$ cat config.mk
export PLATFORM = sky130hd
export DESIGN_NAME = intc_entry_ctrl
export DESIGN_NICKNAME = d
export VERILOG_FILES = /design/src/rtl/intc_pkg.sv /design/src/rtl/intc_take_eval.sv /design/src/rtl/intc_vector_gen.sv /design/src/rtl/intc_save_bank.sv /design/src/rtl/intc_entry_ctrl.sv
export SDC_FILE = /design/constraint.sdc
export NUM_CORES = 1
export LEC_CHECK = 0
export BUFFER_PORTS_ARGS = -buffer_cell sky130_fd_sc_hd__buf_2
export CAP_MARGIN = 10
export CORE_AREA = 2 2 272 274
export DETAILED_ROUTE_END_ITERATION = 10
export DIE_AREA = 0 0 274 276
export PLACE_DENSITY = 0.5
export SYNTH_ARGS = -nofsm -noshare
export SYNTH_HDL_FRONTEND = slang
export SYNTH_HIERARCHICAL = 1
export SYNTH_SLANG_ARGS = --single-unit
$ cat constraint.sdc
create_clock -name clk -period 1 [get_ports clk]
set_input_delay 0.1 -clock clk [delete_from_list [all_inputs] [get_ports clk]]
set_output_delay 0.1 -clock clk [all_outputs]
set_load 0.1 [all_outputs]
$ cat src/rtl/intc_pkg.sv
package intc_pkg;
  typedef enum logic [2:0] {
    CLS_NONE   = 3'd0,
    CLS_HIGH   = 3'd1,
    CLS_KERNEL = 3'd2,
    CLS_USER   = 3'd3,
    CLS_DOUBLE = 3'd4
  } entry_cls_e;

  localparam int unsigned PS_LVL_W     = 4;
  localparam int unsigned PS_EXCM_BIT  = 4;
  localparam int unsigned PS_UM_BIT    = 5;
  localparam int unsigned CAUSE_W      = 8;
  localparam logic [7:0]  CAUSE_LEVEL1 = 8'd4;
endpackage

$ cat src/rtl/intc_take_eval.sv
module intc_take_eval
  import intc_pkg::*;
#(
  parameter int unsigned NLEVEL = 6,
  parameter int unsigned NINT   = 16,
  parameter int unsigned XLEN   = 32,
  localparam int unsigned LW    = $clog2(NLEVEL + 1)
) (
  input  logic                   req,
  input  logic [LW-1:0]          pend,
  input  logic [LW-1:0]          cur,
  input  logic [NLEVEL*NINT-1:0] mask_tbl,
  input  logic [NINT-1:0]        intset,
  input  logic [NINT-1:0]        inten,
  input  logic [XLEN-1:0]        ps,
  input  logic                   has_depc,
  output logic                   take,
  output entry_cls_e             cls,
  output logic [XLEN-1:0]        ps_new,
  output logic [NLEVEL-1:0]      epc_we,
  output logic [NLEVEL-2:0]      eps_we,
  output logic                   depc_we,
  output logic                   cause_we
);
  logic [NINT-1:0] sel_mask;
  logic            lvl_ok;
  logic            high;
  logic            excm;

  always_comb begin
    sel_mask = '0;
    for (int l = 1; l <= int'(NLEVEL); l++) begin
      if (pend == LW'(l)) sel_mask = mask_tbl[(l-1)*NINT +: NINT];
    end
    lvl_ok = (pend > cur) && (int'(pend) <= int'(NLEVEL));
    take   = req && lvl_ok && (|(sel_mask & intset & inten));
    high   = (pend > LW'(1));
    excm   = ps[PS_EXCM_BIT];

    ps_new = ps;
    ps_new[PS_EXCM_BIT] = 1'b1;
    if (high) ps_new[PS_LVL_W-1:0] = PS_LVL_W'(pend);

    if (high)      cls = CLS_HIGH;
    else if (excm) cls = CLS_DOUBLE;
    else if (ps[PS_UM_BIT]) cls = CLS_USER;
    else           cls = CLS_KERNEL;

    for (int l = 1; l <= int'(NLEVEL); l++) begin
      if (l == 1)
        epc_we[0] = take && !high && (!excm || !has_depc);
      else
        epc_we[l-1] = take && high && (pend == LW'(l));
    end
    for (int l = 2; l <= int'(NLEVEL); l++) begin
      eps_we[l-2] = take && high && (pend == LW'(l));
    end
    depc_we  = take && !high && excm && has_depc;
    cause_we = take && !high;
  end
endmodule

$ cat src/rtl/intc_vector_gen.sv
module intc_vector_gen
  import intc_pkg::*;
#(
  parameter int unsigned NLEVEL      = 6,
  parameter int unsigned XLEN        = 32,
  parameter bit          RELOC_EN    = 1'b1,
  parameter logic [31:0] DEF_VECBASE = 32'h4000_0000,
  parameter logic [31:0] LVL_STRIDE  = 32'h40,
  parameter logic [31:0] KER_OFF     = 32'h300,
  parameter logic [31:0] USR_OFF     = 32'h340,
  parameter logic [31:0] DBL_OFF     = 32'h3C0,
  localparam int unsigned LW         = $clog2(NLEVEL + 1)
) (
  input  entry_cls_e      cls,
  input  logic [LW-1:0]   level,
  input  logic [XLEN-1:0] vecbase,
  output logic [XLEN-1:0] vec
);
  logic [XLEN-1:0] base;
  logic [XLEN-1:0] offset;

  generate
    if (RELOC_EN) begin : g_reloc
      assign base = vecbase;
    end else begin : g_fixed
      assign base = XLEN'(DEF_VECBASE);
    end
  endgenerate

  always_comb begin
    unique case (cls)
      CLS_HIGH:   offset = XLEN'(level) * XLEN'(LVL_STRIDE);
      CLS_KERNEL: offset = XLEN'(KER_OFF);
      CLS_USER:   offset = XLEN'(USR_OFF);
      CLS_DOUBLE: offset = XLEN'(DBL_OFF);
      default:    offset = '0;
    endcase
    vec = base + offset;
  end
endmodule

$ cat src/rtl/intc_save_bank.sv
module intc_save_bank #(
  parameter int unsigned NLEVEL = 6,
  parameter int unsigned XLEN   = 32
) (
  input  logic                     clk,
  input  logic                     rst_n,
  input  logic [NLEVEL-1:0]        epc_we,
  input  logic [NLEVEL-2:0]        eps_we,
  input  logic                     depc_we,
  input  logic [XLEN-1:0]          pc_d,
  input  logic [XLEN-1:0]          ps_d,
  output logic [NLEVEL*XLEN-1:0]   epc_q,
  output logic [(NLEVEL-1)*XLEN-1:0] eps_q,
  output logic [XLEN-1:0]          depc_q
);
  genvar g;
  generate
    for (g = 0; g < NLEVEL; g++) begin : g_epc
      always_ff @(posedge clk or negedge rst_n) begin
        if (!rst_n)          epc_q[g*XLEN +: XLEN] <= '0;
        else if (epc_we[g])  epc_q[g*XLEN +: XLEN] <= pc_d;
      end
    end
    for (g = 0; g < NLEVEL-1; g++) begin : g_eps
      always_ff @(posedge clk or negedge rst_n) begin
        if (!rst_n)          eps_q[g*XLEN +: XLEN] <= '0;
        else if (eps_we[g])  eps_q[g*XLEN +: XLEN] <= ps_d;
      end
    end
  endgenerate

  always_ff @(posedge clk or negedge rst_n) begin
    if (!rst_n)       depc_q <= '0;
    else if (depc_we) depc_q <= pc_d;
  end
endmodule

$ cat src/rtl/intc_entry_ctrl.sv
module intc_entry_ctrl
  import intc_pkg::*;
#(
  parameter int unsigned NLEVEL      = 6,
  parameter int unsigned NINT        = 16,
  parameter int unsigned XLEN        = 32,
  parameter bit          RELOC_EN    = 1'b1,
  parameter logic [31:0] DEF_VECBASE = 32'h4000_0000,
  localparam int unsigned LW         = $clog2(NLEVEL + 1)
) (
  input  logic                       clk,
  input  logic                       rst_n,
  input  logic                       req_i,
  input  logic [LW-1:0]              pend_level_i,
  input  logic [LW-1:0]              cur_level_i,
  input  logic [NLEVEL*NINT-1:0]     level_mask_i,
  input  logic [NINT-1:0]            intset_i,
  input  logic [NINT-1:0]            inten_i,
  input  logic [XLEN-1:0]            ps_i,
  input  logic [XLEN-1:0]            pc_i,
  input  logic [XLEN-1:0]            vecbase_i,
  input  logic                       has_depc_i,
  output logic [XLEN-1:0]            ps_o,
  output logic [XLEN-1:0]            pc_o,
  output logic [2:0]                 class_o,
  output logic [CAUSE_W-1:0]         exccause_o,
  output logic [NLEVEL*XLEN-1:0]     epc_o,
  output logic [(NLEVEL-1)*XLEN-1:0] eps_o,
  output logic [XLEN-1:0]            depc_o,
  output logic                       taken_o
);
  logic              take;
  entry_cls_e        cls;
  logic [XLEN-1:0]   ps_new;
  logic [XLEN-1:0]   vec;
  logic [NLEVEL-1:0] epc_we;
  logic [NLEVEL-2:0] eps_we;
  logic              depc_we;
  logic              cause_we;

  logic [XLEN-1:0]    ps_q,    ps_d;
  logic [XLEN-1:0]    pc_q,    pc_d;
  entry_cls_e         cls_q,   cls_d;
  logic [CAUSE_W-1:0] cause_q, cause_d;
  logic               taken_q, taken_d;

  intc_take_eval #(.NLEVEL(NLEVEL), .NINT(NINT), .XLEN(XLEN)) u_eval (
    .req      (req_i),
    .pend     (pend_level_i),
    .cur      (cur_level_i),
    .mask_tbl (level_mask_i),
    .intset   (intset_i),
    .inten    (inten_i),
    .ps       (ps_i),
    .has_depc (has_depc_i),
    .take     (take),
    .cls      (cls),
    .ps_new   (ps_new),
    .epc_we   (epc_we),
    .eps_we   (eps_we),
    .depc_we  (depc_we),
    .cause_we (cause_we)
  );

  intc_vector_gen #(
    .NLEVEL(NLEVEL), .XLEN(XLEN), .RELOC_EN(RELOC_EN), .DEF_VECBASE(DEF_VECBASE)
  ) u_vec (
    .cls     (cls),
    .level   (pend_level_i),
    .vecbase (vecbase_i),
    .vec     (vec)
  );

  intc_save_bank #(.NLEVEL(NLEVEL), .XLEN(XLEN)) u_bank (
    .clk     (clk),
    .rst_n   (rst_n),
    .epc_we  (epc_we),
    .eps_we  (eps_we),
    .depc_we (depc_we),
    .pc_d    (pc_i),
    .ps_d    (ps_i),
    .epc_q   (epc_o),
    .eps_q   (eps_o),
    .depc_q  (depc_o)
  );

  // next-state
  always_comb begin
    ps_d    = ps_q;
    pc_d    = pc_q;
    cls_d   = cls_q;
    cause_d = cause_q;
    taken_d = take;
    if (take) begin
      ps_d  = ps_new;
      pc_d  = vec;
      cls_d = cls;
    end
    if (cause_we) cause_d = CAUSE_LEVEL1;
  end

  // state registers
  always_ff @(posedge clk or negedge rst_n) begin
    if (!rst_n) begin
      ps_q    <= '0;
      pc_q    <= '0;
      cls_q   <= CLS_NONE;
      cause_q <= '0;
      taken_q <= 1'b0;
    end else begin
      ps_q    <= ps_d;
      pc_q    <= pc_d;
      cls_q   <= cls_d;
      cause_q <= cause_d;
      taken_q <= taken_d;
    end
  end

  assign ps_o       = ps_q;
  assign pc_o       = pc_q;
  assign class_o    = cls_q;
  assign exccause_o = cause_q;
  assign taken_o    = taken_q;
endmodule

; After elaboration in Yosys (flattened, before gate mapping)
; Index checks and enable logic that the tools add are counted.
[word_totals]
input_bits = 234
ram_bits = 0
wordCells = 62
mem_count = 0
register_bits = 453
rom_bits = 0
latchBits = 0
output_inout_bits = 460
[op_classes]
magnitude_cmp = 3
n_bitwise = 2
reduce_logical = 18
n_shift = 0
add_sub_neg = 1
eq_ne = 10
n_mul = 0
n_mux = 11
div_mod_pow = 0
[op_table]
columns = op, count
row1 = $mux 16, 6
row2 = $pmux 10 s4, 1
row3 = $add 32x10->32, 1
row4 = $and 16x16->16, 2
row5 = $reduce_or 16->1, 1
row6 = $logic_and 1x1->1, 13
row7 = $eq 3x2->1 const B, 4
row8 = $eq 3x3->1 const B, 4
row9 = $eq 3x1->1 const B, 2
row10 = $mux 3, 2
row11 = $mux 4, 1
row12 = $gt 3x1->1 const B, 1
row13 = $gt 3x3->1, 1
row14 = $le 3x3->1 const B, 1
row15 = $logic_not 1->1, 3
row16 = $logic_or 1x1->1, 1
row17 = $mux 1, 1

; Longest topological paths before layout
; Gate-level depths: netlist of the first run.
[logic_depth]
word_depth = 14
mapped_depth = 17
ltp_nobuf = 13

; Hierarchy
; Netlist of the first run, hierarchy kept.
[by_module_without_submodules]
columns = module, cells_each, area_per_inst_um2, seq_area_each_um2, instances
row1 = intc_save_bank, 816, 14954.3, 9609.2, 1
row2 = intc_entry_ctrl, 152, 2712.6, 1726.7, 1
row3 = intc_take_eval, 221, 1507.7, 0.0, 1
row4 = intc_vector_gen, 104, 725.7, 0.0, 1

; Worst setup path after synthesis of the first run
; Ideal clock, no wire load.
[synth_path]
path_kind = in2reg
startpoint = input port pend_level_i[2]
endpoint = register pc_q[30] (netlist: pc_o[30])
setup_slack_ns = -2.259
stages = 16
required_time_ns = 0.875
path_buffers = 3
setup_time_ns = 0.125
arrival_time_ns = 3.133
cell_sequence = buf_2 buf_1 clkbuf_1 nor2_1 o21ai_0 nor2b_1 o21ai_0 nand2_1 ha_1 inv_1 fa_1 nand2b_1 a211oi_4 nand4b_1 xnor2_1 mux2_2
[synth_between]
word_cells_on_any_way = 28
classes_between = 1 x add/sub / 3 x order compare / 10 x eq/ne / 8 x mux / 2 x bitwise / 4 x reduce/logical
[synth_rtl]
columns = element, line
row1 = "start, declared", intc_entry_ctrl.sv:14  ; input logic [LW-1:0] pend_level_i,
row2 = $gt 3x1->1 (*), intc_take_eval.sv:37  ; high = (pend > LW'(1));
row3 = $mux 3 (*), intc_take_eval.sv:44  ; if (high) cls = CLS_HIGH;
row4 = named net cls[0], intc_entry_ctrl.sv:33  ; entry_cls_e cls;
row5 = $eq 3x3->1 (tied with other cells), intc_vector_gen.sv:31  ; unique case (cls)
row6 = $pmux 10 s4 (*), intc_vector_gen.sv:31
row7 = $add 32x10->32 (*), intc_vector_gen.sv:38  ; vec = base + offset;
row8 = named net vec[30], intc_entry_ctrl.sv:35  ; logic [XLEN-1:0] vec;
row9 = "end signal, assigned", intc_entry_ctrl.sv:112  ; pc_q <= pc_d;
row10 = "end, declared", intc_entry_ctrl.sv:42  ; logic [XLEN-1:0] pc_q, pc_d;
; The timed path passes the listed nets; every way through them passes the cells marked *.
; A chain may end at the register's enable or synchronous reset.

; Worst setup path after layout of the first run
[layout_path]
startpoint = input port pend_level_i[0]
endpoint = register u_bank.epc_q[118]
[layout_between]
elab_chain_cells = 13
word_cells_on_any_way = 23
classes_between = 3 x order compare / 6 x eq/ne / 6 x mux / 2 x bitwise / 6 x reduce/logical
[layout_rtl]
columns = element, line
row1 = $eq 3x1->1, n/a
row2 = $mux 16 (6 in a row), intc_take_eval.sv:33  ; if (pend == LW'(l)) sel_mask = mask_tbl[(l-1)*NINT +: NINT];
row3 = $and 16x16->16 (2 in a row), intc_take_eval.sv:36  ; take = req && lvl_ok && (|(sel_mask & intset & inten));
row4 = $reduce_or 16->1, intc_take_eval.sv:36
row5 = $logic_and 1x1->1, intc_take_eval.sv:36
row6 = $logic_and 1x1->1, n/a
row7 = $logic_and 1x1->1 (*), intc_take_eval.sv:53  ; epc_we[l-1] = take && high && (pend == LW'(l));
row8 = named net epc_we[3], intc_entry_ctrl.sv:36  ; logic [NLEVEL-1:0] epc_we;
row9 = "end signal, assigned by index", intc_save_bank.sv:21  ; else if (epc_we[g]) epc_q[g*XLEN +: XLEN] <= pc_d;
row10 = "end, declared", intc_save_bank.sv:12  ; output logic [NLEVEL*XLEN-1:0] epc_q,
; Marked as above.

==> impl_metrics.tcl, run 1 <==
set metrics [dict create \
    regToRegStartpoint "u_bank/eps_q[4]$_DFFE_PN0P_" \
    antenna_cells 0 \
    power_frac_comb 0.621 \
    period_share 2.80 \
    syn_to_final_growth_pct 82.0 \
    first_iter_violations 528 \
    hpwl_um 62300 \
    clock-root-buffer "clkbuf_16" \
    dpl-instance-area_um2 32300 \
    drv_slew 0 \
    rows 99 \
    routedWlPerCell_um 26.2 \
    end_kind "flop" \
    start_util 0.274 \
    synth_most_common_cell "dfrtp_1" \
    cts_hold_buf 92 \
    synth_edf_count 0 \
    clkLatencyLatePin_ns 0.58 \
    grt_pass1_vias 16100 \
    violations "negative hold slack, negative setup slack" \
    finalSetupTns_ns -888.51 \
    pwr-share-seq 0.234 \
    htreeDepth 2 \
    setup_viol 906 \
    fin_nets 2473 \
    remaining_drc_errors 0 \
    cts_tree "yes" \
    cp.arrival_ns 3.27 \
    rrSetupSlack_ns 0.14 \
    r2r_cells 1 \
    clock_sinks 453 \
    reg2reg_to "u_bank/eps_q[4]$_DFFE_PN0P_" \
    port_buffers 686 \
    grt_usage 0.219 \
    power.switching_mw 67.2 \
    pwr-share-clk 0.145 \
    max_freq_ghz 0.357 \
    grt_antenna_before_repair 13 \
    dr_total_vias 14600 \
    critPathLaunchType "input port" \
    path_class "in2reg" \
    drive_gt1_frac 0.660 \
    maxCapViolations 0 \
    antenna_left 0 \
    ys_seq_area_frac 0.570 \
    dr.pass1.iters 5 \
    fp.dieH_um 276 \
    grt_pass1_wl_um 120000 \
    outcome "finished with violations" \
    core_um2 72600 \
    synth_flop_cell "dfrtp_1" \
    async_flop_share 1.00 \
    yosys.area.top_type_share 0.570 \
    gp_congestion 0.846 \
    die_x_um 274 \
    routed_wl_um 84600 \
    syn_inst 1293 \
    ys_ff_latch 453 \
    yosys_warnings 6 \
    internal_power_mw 65.6 \
    synth_cell_type_count 61 \
    die-area_um2 75600 \
    synth.avg_cell_area_um2 15.4 \
    fin_skew_ns 0 \
    finalNonFillerCells 3228 \
    top_level_ports 694 \
    hp-start "vecbase_i[6]" \
    whs_endpoint "pc_o[6]$_DFFE_PN0P_" \
    cts_buffers 53 \
    fill_cells 6131 \
    cts_buffer_depth 3 \
    max_slew.worst_pin.slew_ns 0.814 \
    stdcell_area_um2 36200 \
    ys_top_cells_by_area "dfrtp_1 57%, mux2_2 17%, mux2_4 12%, buf_6 2.9%, buf_4 1.8%" \
    power-per-cell-area_nw_per_um2 3670 \
    grt_start_max_net_pins 67 \
    hold_depth 3 \
    setup_ws_ns -1.80 \
    ir_worst_vdd_v 0.00221 \
    hold_class "in2reg" \
    grt_overflow_total 0 \
    via_per_inst 4.53 \
    clk_pin_slew_ns 0.06 \
    seq_area_um2 11300 \
    yosysTopAreaCell "dfrtp_1" \
    rsz0062_at_grt "true" \
    synth_top_cells_by_count "453 x dfrtp_1, 299 x mux2_2, 160 x mux2_4" \
    leakagePower_nw 16.4 \
    hold_slack_ns -0.0951 \
    synth_area_um2 19900 \
    dp.cells 2997 \
    switching_share 0.506 \
    multi_input_area_um2 7840 \
    final.min_clock_period_ns 2.80 \
    relSlewSlack 0.455 \
    hold_viol_final 1 \
    crit_required_ns 1.47 \
    worstPathMaxFanout 24 \
]
[cell usage in the layout, fill, tap and decap left out, drive strengths merged, types with 7 or more instances in the layout]
cell type / count
buf: 894
mux2: 459
dfrtp: 453
dlygate4sd3: 92
clkbuf: 89
xnor2: 22
nor2: 22
inv: 20
nand2: 15
a21oi: 14
o21ai: 14
nor2b: 13
o22ai: 10
o211ai: 10
nand4: 10
nand3: 10
conb: 8
nand2b: 8
o2111ai: 8
ha: 7
nor3: 7
a221oi: 7
[power groups by stage]
stage               Combinational, mW  Sequential (mW)  Clock, mW
finish                           82.5             31.0       19.3
global route                     83.9             31.8       20.6
CTS                              82.8             31.1       19.9
detailed placement               82.0             31.3          0
global placement                 81.7             31.0          0
floorplan                        7.83             71.0          0
[worst max-delay path, stage by stage]
cell and delay [ns]:
buf_12 0.11, nand3b_1 0.19, buf_12 0.18, o211ai_1 0.67
a21oi_1 0.09, or4_4 0.49, nor4_4 0.21, clkbuf_16 0.19
buf_12 0.10, buf_8 0.15, nor4_4 0.05, buf_4 0.16
buf_12 0.16, mux2_4 0.34
[kinds of logic (layout without fill, tap and decap cells)]
logic type,count (synthesis),count (layout),share of synthesized area
buffers and inverters,138,1107,0.0556
XOR/XNOR,23,23,0.0101
other,2,8,0.000377
AO/OA/AOI/OAI,87,87,0.0318
multiplexers,463,463,0.292
flip-flops,453,453,0.570
adder cells (fa/ha/maj),8,8,0.00541
AND/OR/NAND/NOR,119,120,0.0351
[stage by stage]
stage / hold WS [ns] / setup WS (ns) / utilization / power [mW]
2_1_floorplan: -0.196 / -1.76 / - / 78.8
3_3_place_gp: -0.0172 / -3.17 / 0.445 / 113
3_5_place_dp: -0.0180 / -2.81 / 0.445 / 113
4_1_cts: -0.145 / -1.72 / 0.495 / 134
5_1_grt: -0.130 / -1.75 / 0.499 / 136
6_report: -0.0951 / -1.80 / 0.499 / 133
[how the worst max path moves through the flow]
| stage | from | endpoint | cells past startpoint |
|---|---|---|---|
| after CTS | pend_level_i[0] | u_bank/eps_q[41]$_DFFE_PN0P_ | 15 |
| after floorplan | pend_level_i[1] | pc_o[30]$_DFFE_PN0P_ | 17 |
| after global placement | pend_level_i[1] | u_bank/eps_q[121]$_DFFE_PN0P_ | 13 |
| final | pend_level_i[0] | u_bank/epc_q[118]$_DFFE_PN0P_ | 14 |
| after global routing | pend_level_i[0] | u_bank/eps_q[41]$_DFFE_PN0P_ | 16 |
| after detailed placement | pend_level_i[1] | u_bank/eps_q[12]$_DFFE_PN0P_ | 14 |
[cell type report]
cell class / count / share of cell area
multi-input cells: 709 / 0.217
inverters: 18 / 0.00187
flip-flops and latches: 453 / 0.313
clock buffers: 83 / 0.0453
well taps: 959 / 0.0331
clock inverters: 10 / 0.00273
repair buffers: 996 / 0.387
[state kept, by name, summed over array words and instances, names as in the netlist]
name           flops
u_bank/eps_q     160
class_o            3
ps_o              32
exccause_o         1
u_bank/epc_q     192
taken_o            1
u_bank/depc_q     32
pc_o              32
[routing by layer]
layer	track usage	wire length, µm
met1	0.269	34200
met2	0.378	42700
met3	0.0529	5350
met4	0.0631	2370
met5	0	44
[timing repair]
item	in CTS	in global routing
hold endpoints to repair	890	1
gates cloned	16	6
pin swaps	23	15
resized for setup	86	35
setup endpoints to repair	906	906
buffers inserted	26	12
No activity file was read; power rests on OpenSTA's default activity.
==> run 2, diff against run 1 <==
--- a/config.mk
+++ b/config.mk
@@ -5,12 +5,14 @@
 export SDC_FILE = /design/constraint.sdc
 export NUM_CORES = 1
 export LEC_CHECK = 0
-export BUFFER_PORTS_ARGS = -buffer_cell sky130_fd_sc_hd__buf_2
+export ABC_CLOCK_PERIOD_IN_PS = 1000
 export CAP_MARGIN = 10
-export CORE_AREA = 2 2 272 274
+export CORE_AREA = 2 2 267 269
 export DETAILED_ROUTE_END_ITERATION = 10
-export DIE_AREA = 0 0 274 276
-export PLACE_DENSITY = 0.5
+export DIE_AREA = 0 0 269 271
+export DONT_BUFFER_PORTS = 1
+export PLACE_DENSITY = 0.43
+export REMOVE_ABC_BUFFERS = 1
 export SYNTH_ARGS = -nofsm -noshare
 export SYNTH_HDL_FRONTEND = slang
 export SYNTH_HIERARCHICAL = 1
==> run 2 against run 1 <==
Net effect: the flow still finishes with violations (negative hold slack, negative setup slack); critical path depth is 3 lower; worst setup slack better by 0.80 ns; largest cell class unchanged; via count is 9.9% lower; utilization is 1.8 points lower; final area is 7.3% lower.
==> impl_metrics.tcl, run 2 (same netlist as run 1, synthesis figures left out) <==
set metrics [dict create \
    outcome "finished with violations" \
    violations "negative hold slack, negative setup slack" \
    setup_viol 906 \
    die-area_um2 72900 \
    routedWlPerCell_um 25.4 \
    grt_pass1_wl_um 101000 \
    cts_buffer_depth 3 \
    drive_gt1_frac 0.595 \
    htreeDepth 2 \
    cts_tree "yes" \
    multi_input_area_um2 7760 \
    end_kind "flop" \
    crit_slowest_cell "or4_4" \
    critPathLaunchType "input port" \
    start_util 0.285 \
    utilization 0.481 \
    dr_total_vias 13200 \
    place_ws_ns -2.03 \
    cp.arrival_ns 2.50 \
    setup_ws_ns -1.00 \
    grt_pass1_vias 14200 \
    hpwl_um 47900 \
    final.min_clock_period_ns 2.00 \
    cts_buffers 54 \
    dr.pass1.iters 5 \
    drv_slew 0 \
    cp_num_buf_inv 4 \
    grt_start_max_net_pins 454 \
    rows 97 \
    max_slew.worst_pin.slew_ns 1.02 \
    clk_pin_slew_ns 0.06 \
    fin_nets 2130 \
    routed_wl_um 73100 \
    fin_skew_ns 0 \
    cpPeakStageDelay_ns 0.55 \
    seq_area_um2 11300 \
    die_x_um 269 \
    first_iter_violations 721 \
    hold_class "in2async" \
    crit_end "u_bank/epc_q[48]$_DFFE_PN0P_" \
    max_freq_ghz 0.500 \
    reg2reg_to "u_bank/depc_q[18]$_DFFE_PN0P_" \
    antenna_left 0 \
    path_delay_family "simple AND/OR/NAND/NOR gates" \
    crit_chain "mux2_4 -> a221oi_4 -> a211oi_2 -> or4_4 -> nor4_4 -> buf_6 -> buf_12 -> nor4_4 -> buf_12 -> buf_6 -> mux2_4" \
    worst-path-stages 11 \
    fill_cells 5951 \
    mostFrequentLayoutCells "461 x buf_12, 453 x dfrtp_1, 297 x mux2_2" \
    maxCapViolations 0 \
    path_class "in2reg" \
    period_share 2.00 \
    regToRegStartpoint "u_bank/depc_q[18]$_DFFE_PN0P_" \
    worstPathMaxFanout 48 \
    largest_reg_flops 192 \
    fp.dieH_um 271 \
    core_um2 69800 \
    top_level_ports 694 \
    grt_overflow_total 0 \
    grt_antenna_before_repair 8 \
    hold_slack_ns -0.792 \
    regMostFlops "u_bank/epc_q" \
    clkLatencyLatePin_ns 0.57 \
    startpoint "pend_level_i[0]" \
    syn_to_final_growth_pct 68.7 \
    clock-root-buffer "clkbuf_16" \
    r2r_cells 1 \
    gp_congestion 0.869 \
    relSlewSlack 0.318 \
    final_common_cell "buf_12" \
    rsz0062_at_grt "true" \
    top_regs "u_bank/epc_q x192, u_bank/eps_q x160" \
    via_per_inst 4.58 \
    crit_required_ns 1.49 \
    clock_sinks 453 \
    grt_usage 0.186 \
    hold_viol_final 454 \
    finalSetupTns_ns -544.13 \
    remaining_drc_errors 0 \
    port_buffers 0 \
    cts_hold_buf 98 \
    rrSetupSlack_ns 0.10 \
]
[run 2: cell count changes in the layout (fill, tap and decap cells not counted), sizes merged, moves of 4 or more]
cell / before / now
dlygate4sd3: 92 / 98
clkinv: 5 / 10
clkbuf: 89 / 95
buf: 894 / 542
bufbuf: 4 / 0
diode: 0 / 4
[run 2: area by class of cell]
| type | count | share of cell area |
|---|---|---|
| multi-input combinational | 708 | 0.231 |
| timing repair buffer | 653 | 0.340 |
| antenna | 4 | 0.000298 |
| sequential | 453 | 0.338 |
| tap | 940 | 0.0350 |
| clock buffer | 82 | 0.0479 |
| clock inverter | 16 | 0.00634 |
| inverter | 18 | 0.00212 |
[run 2: worst min path at each step]
stage,cells after the start,endpoint,start
after floorplan,0,class_o[0]$_DFFE_PN0P_,rst_n
after global placement,0,pc_o[1]$_DFFE_PN0P_,rst_n
after detailed placement,0,pc_o[1]$_DFFE_PN0P_,rst_n
after CTS,0,u_bank/epc_q[107]$_DFFE_PN0P_,rst_n
after global routing,0,pc_o[1]$_DFFE_PN0P_,rst_n
final,0,pc_o[1]$_DFFE_PN0P_,rst_n
[run 2: repair_timing]
action,CTS,global route
hold endpoints to repair,901,454
resized for setup,32,59
pin swaps,12,17
buffers inserted,10,18
endpoints found under the setup margin,906,906
cloned,4,17
[run 2: layer usage]
metal	track usage	up-vias	wire length, µm
met5	0	-	50
met4	0.0642	8	2500
met3	0.0643	130	6040
met2	0.317	486	36200
met1	0.216	6774	28400
li1	-	5756	-
[run 2: stage by stage]
step	std cells	hold slack (ns)	instance area, µm²
after floorplan	1179	-0.196	18900
after global placement	2631	-0.186	29700
after detailed placement	2631	-0.179	29700
after CTS	2840	-0.840	32800
after global routing	2874	-0.844	33600
final	2874	-0.792	33600
Power of run 2 is left out: the tool's default activity adds up to more than one toggle a clock period on the data nets, which glitch-free logic cannot reach.
==> run 3, diff against run 2 <==
==> constraint.sdc (replaced) <==
create_clock -name clk -period 1 [get_ports clk]
set_input_delay 0.1 -clock clk [delete_from_list [all_inputs] [get_ports clk]]
set_output_delay 0.1 -clock clk [all_outputs]
set_load 0.005 [all_outputs]
==> run 3 against run 2 <==
Net effect: the flow still finishes with violations (negative hold slack, negative setup slack); clock-buffer cell count fell by 5; final area fell by 29%; die area did not move; utilization fell by 14 points; largest cell class is now registers; highest routed layer is now met4.
==> impl_metrics.tcl, run 3 (same netlist as run 1, synthesis figures left out) <==
set metrics [dict create \
    gr-usage-met3 0.0564 \
    crit_required_ns 1.48 \
    worstPathMaxFanout 48 \
    utilization 0.341 \
    violations "negative hold slack, negative setup slack" \
    top_level_ports 694 \
    max_slew.worst_pin.slew_ns 1.17 \
    clk_pin_slew_ns 0.06 \
    first_iter_violations 694 \
    fp.dieH_um 271 \
    port_buffers 0 \
    grtUsageMet2 0.282 \
    relSlewSlack 0.223 \
    hold_viol_final 454 \
    clkLatencyLatePin_ns 0.57 \
    grt_start_max_net_pins 454 \
    grt_antenna_before_repair 1 \
    mostFrequentLayoutCells "453 x dfrtp_1, 298 x mux2_2, 161 x mux2_4" \
    cp.arrival_ns 2.47 \
    fin_nets 1653 \
    die_x_um 269 \
    cts_buffers 52 \
    grt_overflow_total 0 \
    core_um2 69800 \
    rows 97 \
    leakagePower_nw 10.4 \
    setup_viol 906 \
    ir_worst_vdd_v 0.00169 \
    fill_cells 6851 \
    cts_buffer_depth 3 \
    path_class "in2reg" \
    outcome "finished with violations" \
    grt_pass1_vias 12100 \
    die-area_um2 72900 \
    htreeDepth 2 \
    critPathLaunchType "input port" \
    final_common_cell "dfrtp_1" \
    final.min_clock_period_ns 1.99 \
    end_kind "flop" \
    gp_congestion 0.847 \
    cts_tree "yes" \
    fin_skew_ns 0 \
    hold_class "in2async" \
    setup_ws_ns -0.985 \
    max_freq_ghz 0.504 \
    grt-busiest-layer "met2" \
    clock-root-buffer "clkbuf_16" \
    grt_usage 0.163 \
    routed_wl_um 61400 \
    cts_hold_buf 98 \
    use_met1 0.184 \
    hold_slack_ns -0.773 \
    drive_gt1_frac 0.446 \
    grt_pass1_wl_um 88300 \
    top_regs "u_bank/epc_q x192, u_bank/eps_q x160" \
    rsz0062_at_grt "true" \
    dr.pass1.iters 5 \
    drv_slew 0 \
    largest_reg_flops 192 \
    antenna_left 0 \
    via_per_inst 4.66 \
    start_util 0.285 \
    cts_setup_buffers 0 \
    remaining_drc_errors 0 \
    hpwl_um 42600 \
    dr_total_vias 11200 \
    routedWlPerCell_um 25.6 \
    regMostFlops "u_bank/epc_q" \
    power-per-cell-area_nw_per_um2 2500 \
    finalSetupTns_ns -463.18 \
    syn_to_final_growth_pct 19.6 \
    maxCapViolations 0 \
    period_share 1.99 \
    clock_sinks 453 \
]
==> run 3: changes by cell type in the layout (fill, tap and decap cells not counted), moves of 5 or more <==
cell	delta
o2111ai_1	+5
buf_6	-17
buf_12	-443
clkbuf_16	-14
o2111ai_2	-5
buf_4	+9
buf_16	-9
==> run 3: worst max-delay path, stage by stage <==
cell,delay (ns)
nor2b_1,0.11
buf_4,0.16
a221oi_2,0.35
a211oi_1,0.08
or4_4,0.55
nor4_4,0.21
buf_12,0.20
nor3_4,0.07
buf_12,0.17
mux2_4,0.35
==> run 3: power by group <==
part | total [mW] | internal [mW] | switching, mW
clock | 19.7 | 12.0 | 7.68
sequential | 30.3 | 24.3 | 5.99
combinational | 9.40 | 6.59 | 2.81
total | 59.4 | 42.9 | 16.5
==> run 3: final timing paths <==
check	start	endpoint	slack, ns	depth (start not counted)
max	pend_level_i[0]	u_bank/epc_q[166]$_DFFE_PN0P_	-0.99	10
min	rst_n	u_bank/eps_q[41]$_DFFE_PN0P_	-0.77	0
max reg2reg	u_bank/eps_q[70]$_DFFE_PN0P_	u_bank/eps_q[70]$_DFFE_PN0P_	0.16	1
min reg2reg	u_bank/eps_q[26]$_DFFE_PN0P_	u_bank/eps_q[26]$_DFFE_PN0P_	0.51	1
max in group asynchronous	rst_n	u_bank/epc_q[1]$_DFFE_PN0P_	0.84	0
min in group clk	vecbase_i[6]	pc_o[6]$_DFFE_PN0P_	-0.19	2
==> run 3: cell type report <==
class	instances	area [µm²]	area share
tap	940	1180	0.0494
sequential	453	11300	0.476
timing repair buffer	178	1810	0.0759
clock inverter	18	244	0.0102
clock buffer	77	1560	0.0654
antenna	2	5.00	0.000210
multi-input combinational	708	7620	0.320
inverter	18	67.6	0.00284
==> run 3: timing repair <==
item,CTS,global route
pin swaps,2,1
resized for setup,14,2
cloned,0,0
hold endpoints to repair,901,454
setup endpoints to repair,906,906
==> run 3: through the flow <==
step / total power [mW] / hold WS, ns / cell area, µm² / std cells / worst slack [ns]
2_1_floorplan: 35.2 / -0.196 / 18900 / 1179 / -9.17
3_3_place_gp: 39.5 / -0.186 / 20900 / 2199 / -1.78
3_5_place_dp: 39.6 / -0.179 / 20900 / 2199 / -1.77
4_1_cts: 60.5 / -0.827 / 23800 / 2392 / -0.933
5_1_grt: 62.5 / -0.829 / 23800 / 2392 / -1.07
6_report: 59.4 / -0.773 / 23800 / 2394 / -0.985
==> run 3: per-layer routing <==
layer	wire, µm	part of all wire
met1	22800	0.37
met2	31000	0.51
met3	5360	0.087
met4	2200	0.036
met5	0	0
